===== config.mk =====
export PLATFORM = sky130hd
export DESIGN_NAME = pdo_arbiter
export DESIGN_NICKNAME = d
export VERILOG_FILES = /design/src/rtl/pdo_pkg.sv /design/src/rtl/pdo_dir_reg.sv /design/src/rtl/pdo_bit_arb.sv /design/src/rtl/pdo_arbiter.sv
export SDC_FILE = /design/constraint.sdc
export NUM_CORES = 1
export LEC_CHECK = 0
export BUFFER_PORTS_ARGS = -buffer_cell sky130_fd_sc_hd__buf_2
export CORE_MARGIN = 1.5
export CORE_UTILIZATION = 31
export DETAILED_ROUTE_END_ITERATION = 10
export GPL_ROUTABILITY_DRIVEN = 0
export MAX_ROUTING_LAYER = met4
export PLACE_DENSITY = 0.74
export SETUP_SLACK_MARGIN = 0.02
export SLEW_MARGIN = 0
export SYNTH_ARGS = -nofsm -noshare
export SYNTH_HDL_FRONTEND = slang
export SYNTH_SLANG_ARGS = --single-unit
export TNS_END_PERCENT = 30

===== constraint.sdc =====
create_clock -name clk -period 1.5 [get_ports clk]
set_clock_uncertainty 0.2 [all_clocks]
set_input_delay 0.45 -clock clk [delete_from_list [all_inputs] [get_ports clk]]
set_output_delay 0.45 -clock clk [all_outputs]
set_load 0.01 [all_outputs]

===== src/rtl/pdo_pkg.sv =====
package pdo_pkg;
    localparam int TIM_BITS   = 3;
    localparam int SER_BIT_LO = 0;
    localparam int SER_BIT_HI = 2;

    typedef enum logic [2:0] {
        SRC_SOFT = 3'd0,
        SRC_SHUT = 3'd1,
        SRC_PWM  = 3'd2,
        SRC_TIM  = 3'd3,
        SRC_SER  = 3'd4
    } src_e;
endpackage


===== src/rtl/pdo_dir_reg.sv =====
module pdo_dir_reg #(
    parameter int WIDTH  = 8,
    parameter int ADDR_W = 4,
    parameter logic [ADDR_W-1:0] ADDR = '0
) (
    input  logic              clk,
    input  logic              rst_n,
    input  logic [ADDR_W-1:0] addr,
    input  logic              wr,
    input  logic [WIDTH-1:0]  wdata,
    output logic [WIDTH-1:0]  dir_q,
    output logic [WIDTH-1:0]  rdata
);
    logic hit;

    assign hit = (addr == ADDR);

    always_ff @(posedge clk or negedge rst_n) begin
        if (!rst_n) begin
            dir_q <= '0;
        end else if (wr && hit) begin
            dir_q <= wdata;
        end
    end

    always_comb begin
        rdata = hit ? dir_q : '0;
    end
endmodule


===== src/rtl/pdo_bit_arb.sv =====
module pdo_bit_arb #(
    parameter bit HAS_SHUT = 1'b0,
    parameter bit HAS_TIM  = 1'b0,
    parameter bit HAS_SER  = 1'b0
) (
    input  logic soft_dir,
    input  logic pwm_en,
    input  logic shut_en,
    input  logic tim_en,
    input  logic ser_en,
    input  logic ser_out,
    output logic oe
);
    import pdo_pkg::*;

    src_e src;

    always_comb begin
        if (HAS_SHUT && shut_en)     src = SRC_SHUT;
        else if (pwm_en)             src = SRC_PWM;
        else if (HAS_TIM && tim_en)  src = SRC_TIM;
        else if (HAS_SER && ser_en)  src = SRC_SER;
        else                         src = SRC_SOFT;
    end

    always_comb begin
        oe = soft_dir;
        unique case (src)
            SRC_SOFT: oe = soft_dir;
            SRC_SHUT: oe = 1'b0;
            SRC_PWM:  oe = 1'b1;
            SRC_TIM:  oe = 1'b1;
            SRC_SER:  oe = ser_out;
            default:  oe = soft_dir;
        endcase
    end
endmodule


===== src/rtl/pdo_arbiter.sv =====
module pdo_arbiter #(
    parameter int WIDTH  = 8,
    parameter int ADDR_W = 4,
    parameter logic [ADDR_W-1:0] DIR_ADDR = 4'hA
) (
    input  logic                          clk,
    input  logic                          rst_n,
    input  logic [ADDR_W-1:0]             bus_addr,
    input  logic                          bus_wr,
    input  logic [WIDTH-1:0]              bus_wdata,
    output logic [WIDTH-1:0]              bus_rdata,
    input  logic [WIDTH-1:0]              pwm_chan_en,
    input  logic                          pwm_shut_en,
    input  logic [pdo_pkg::TIM_BITS-1:0]  tim_oc_en,
    input  logic [1:0]                    ser_en,
    input  logic [1:0]                    ser_out,
    output logic [WIDTH-1:0]              pin_oe
);
    import pdo_pkg::*;

    logic [WIDTH-1:0] dir_q;
    logic [WIDTH-1:0] tim_vec;
    logic [WIDTH-1:0] ser_en_vec;
    logic [WIDTH-1:0] ser_out_vec;

    pdo_dir_reg #(
        .WIDTH (WIDTH),
        .ADDR_W(ADDR_W),
        .ADDR  (DIR_ADDR)
    ) u_reg (
        .clk  (clk),
        .rst_n(rst_n),
        .addr (bus_addr),
        .wr   (bus_wr),
        .wdata(bus_wdata),
        .dir_q(dir_q),
        .rdata(bus_rdata)
    );

    always_comb begin
        tim_vec                  = '0;
        tim_vec[TIM_BITS-1:0]    = tim_oc_en;
        ser_en_vec               = '0;
        ser_en_vec[SER_BIT_LO]   = ser_en[0];
        ser_en_vec[SER_BIT_HI]   = ser_en[1];
        ser_out_vec              = '0;
        ser_out_vec[SER_BIT_LO]  = ser_out[0];
        ser_out_vec[SER_BIT_HI]  = ser_out[1];
    end

    for (genvar i = 0; i < WIDTH; i++) begin : g_bit
        pdo_bit_arb #(
            .HAS_SHUT(i == WIDTH - 1),
            .HAS_TIM (i < TIM_BITS),
            .HAS_SER ((i == SER_BIT_LO) || (i == SER_BIT_HI))
        ) u_arb (
            .soft_dir(dir_q[i]),
            .pwm_en  (pwm_chan_en[i]),
            .shut_en (pwm_shut_en),
            .tim_en  (tim_vec[i]),
            .ser_en  (ser_en_vec[i]),
            .ser_out (ser_out_vec[i]),
            .oe      (pin_oe[i])
        );
    end
endmodule


==> results by group <==
Detailed routing
  – DRT antenna net count: 0
  – Via count: 486
  – # DRC: 0
  – Routed len/inst: 11.9 um
  – Vias per cell: 4.50
  – Drt first pass iters: 1
  – DRT iter0 DRCs: 0
  – Total Routed Length: 1.28 mm

Logic synthesis
  – Syn avg cell area: 10.5 um2
  – Post-synth EDFFs: 0
  – Mapped Area: 505 um2
  – Synth area leaders: dfrtp_1, mux2_2, buf_4, and2_1, or2_2
  – Top cell type's share of synthesized area: 39.6%
  – Post-synthesis cell type count: 12
  – Yosys warning count: 0
  – Synth Register Bits: 8
  – Syn_nets: 79
  – Top FF cell, synth: dfrtp_1
  – Async S/R FF share, synth: 100%
  – Commonest cells post-synth: and2_1, buf_4, dfrtp_1, mux2_2
  – Cells after Synth: 48
  – Share of the yosys chip area belonging to registers: 39.6%
  – Top cell type by total area after synthesis: dfrtp_1

Worst setup path
  – Req. time, crit path: 0.85 ns
  – Worst r2r dst: u_reg.dir_q[1]
  – Arrival time worst endpoint: 1.15 ns
  – CP max stage delay: 0.36 ns
  – Reg2reg path depth: 2
  – Setup crit start kind: input port
  – CP Cell Sequence: buf_6, and4bb_4, and2_4, buf_6
  – Critical path capture point type: output port
  – Worst Path Max Fanout: 5
  – CP max stage cell: and4bb_4
  – RR Startpoint: u_reg.dir_q[1]
  – CP Class: input port to output port
  – CP dominant cell by count: buf_6
  – Reg-to-reg setup timing slack: 0.43 ns

Timing
  – Min Tclk post-route: 1.80 ns
  – Fin worst setup slack: -0.296 ns
  – Fin Setup TNS: -3.38 ns
  – Final-report setup violation count: 16
  – Final hold viol count: 0
  – Tcrit/Tclk final: 120%
  – FMAX: 557 MHz
  – Relative slew slack: 86.7%
  – Worst-margin pin slew: 0.200 ns
  – RSZ-0062 raised after global routing: yes
  – Pins Over Slew Limit: 0

Place
  – Post-DP Area: 716 um2
  – Placed cells: 102
  – PortBufs: 46
  – Dpl ws: -0.440 ns

Power
  – Total chip power: 0.686 mW
  – Worst VDD drop: 0.435 mV
  – Power density over the cells: 786 nW/um2
  – P_leak: 0.452 nW

Die
  – Ports: 47
  – Initial cell density of the core: 33.2%
  – Die Ht: 43.4 um
  – Width of the die: 43.4 um
  – Die area: 1880 um2
  – Core ar.: 1520 um2
  – Row count: 14

Hold path
  – WHS Endpoint: u_reg.dir_q[7]
  – Worst min-delay path class: input port to register
  – Hold path cells: 2
  – Worst hold start: bus_wdata[7]

Global routing
  – Antenna violations before repair: 0
  – Gr usage total: 14.2%
  – Global-route wire length before repair: 1.85 mm
  – Grt ovf: 0
  – Vias in the first global route: 468
  – Largest net degree at the start of global routing: 9

Finish
  – Max FFs per register: 8
  – Final instance area: 873 um2
  – # fillers: 146
  – Ratio of cells with drive above 1 in the final layout: 80.4%
  – Largest registers: u_reg.dir_q (8)
  – Layout Nets: 125
  – Top reg by flops: u_reg.dir_q
  – # diodes: 0
  – Area Growth Syn to Fin: 72.8%
  – Final Non-Filler Cells: 108

CTS
  – # clock sinks: 8
  – Maximum buffer depth of the clock tree: 2
  – H-Tree Level Count: 1
  – Num CTS Buffers: 3
  – Clock root cell: clkbuf_4
  – Reg clk slew, reported paths: 0.06 ns
  – Worst skew pair latency: 0.25 ns
  – CTS tree: yes

Status
  – Outcome: finished, violations left
  – Failing checks: negative setup slack

Run
  – Max_cap viols: 0
==> timing repair <==
action                                 in CTS  in global routing
buffers inserted                            1                  0
cloned                                      1                  0
setup endpoints to repair                  16                 18
hold buffers                                1                  0
resized for setup                          14                  5
endpoints found under the hold margin       8                  0
pin swaps                                   5                  7
==> logic make-up after synthesis <==
logic type    after synthesis  share of synthesized area [%]
simple gates               21                           25.2
mux                        10                           21.8
flops                       8                           39.6
buf+inv                     9                           13.4
==> report_power, final <==
| part | switching, mW | total, mW | internal [mW] |
|---|---|---|---|
| Combinational | 0.0748 | 0.225 | 0.150 |
| Clock | 0.0678 | 0.159 | 0.0912 |
| Sequential | 0.0361 | 0.303 | 0.267 |
| Total | 0.179 | 0.686 | 0.508 |
==> cells in the final DEF (no fill, tap or decap) <==
master / instances
or2_2: 1
mux2i_1: 2
dfrtp_1: 8
or3_1: 1
buf_4: 2
clkbuf_4: 3
nor2_1: 4
dlygate4sd3_1: 1
mux2_2: 8
and4bb_4: 2
buf_6: 13
nand2_1: 2
nand2_8: 1
buf_2: 33
and2_4: 8
or2_4: 3
==> metal layers <==
metal | track usage [%] | wire (um) | vias to the layer above
met5 | - | 0 | -
met4 | 9.09 | 14 | 0
met3 | 1.25 | 77 | 2
met2 | 26.9 | 739 | 25
met1 | 13.5 | 453 | 217
li1 | - | - | 242
==> how the worst max path moves through the flow <==
| stage | depth (start not counted) | slack, ns | endpoint | from |
|---|---|---|---|---|
| detailed placement | 4 | -0.44 | bus_rdata[1] | bus_addr[2] |
| CTS | 4 | -0.31 | bus_rdata[1] | bus_addr[0] |
| global placement | 4 | -0.43 | bus_rdata[6] | bus_addr[2] |
| finish | 4 | -0.30 | bus_rdata[7] | bus_addr[2] |
| global route | 4 | -0.32 | bus_rdata[7] | bus_addr[2] |
| floorplan | 3 | -0.16 | bus_rdata[0] | bus_addr[2] |
==> metrics by stage <==
step	util, %	hold WS, ns
after global placement	47.0	0.100
after floorplan	-	-0.0456
after CTS	55.6	0.221
after global routing	57.3	0.233
final	57.3	0.229
after detailed placement	47.0	0.106
==> critical path, delay by kind of cell <==
| family | cells | cell delay, ns |
|---|---|---|
| AND/OR/NAND/NOR | 2 | 0.51 |
| buffers and inverters | 2 | 0.18 |
==> final cells by class <==
| type | instances | area (um2) | share of cell area, % |
|---|---|---|---|
| clock buffer | 3 | 22.5 | 2.58 |
| sequential | 8 | 200 | 22.9 |
| tap | 16 | 20.0 | 2.29 |
| timing repair buffer | 49 | 337 | 38.5 |
| multi-input combinational | 32 | 294 | 33.7 |
(Power assumes the default switching activity.)
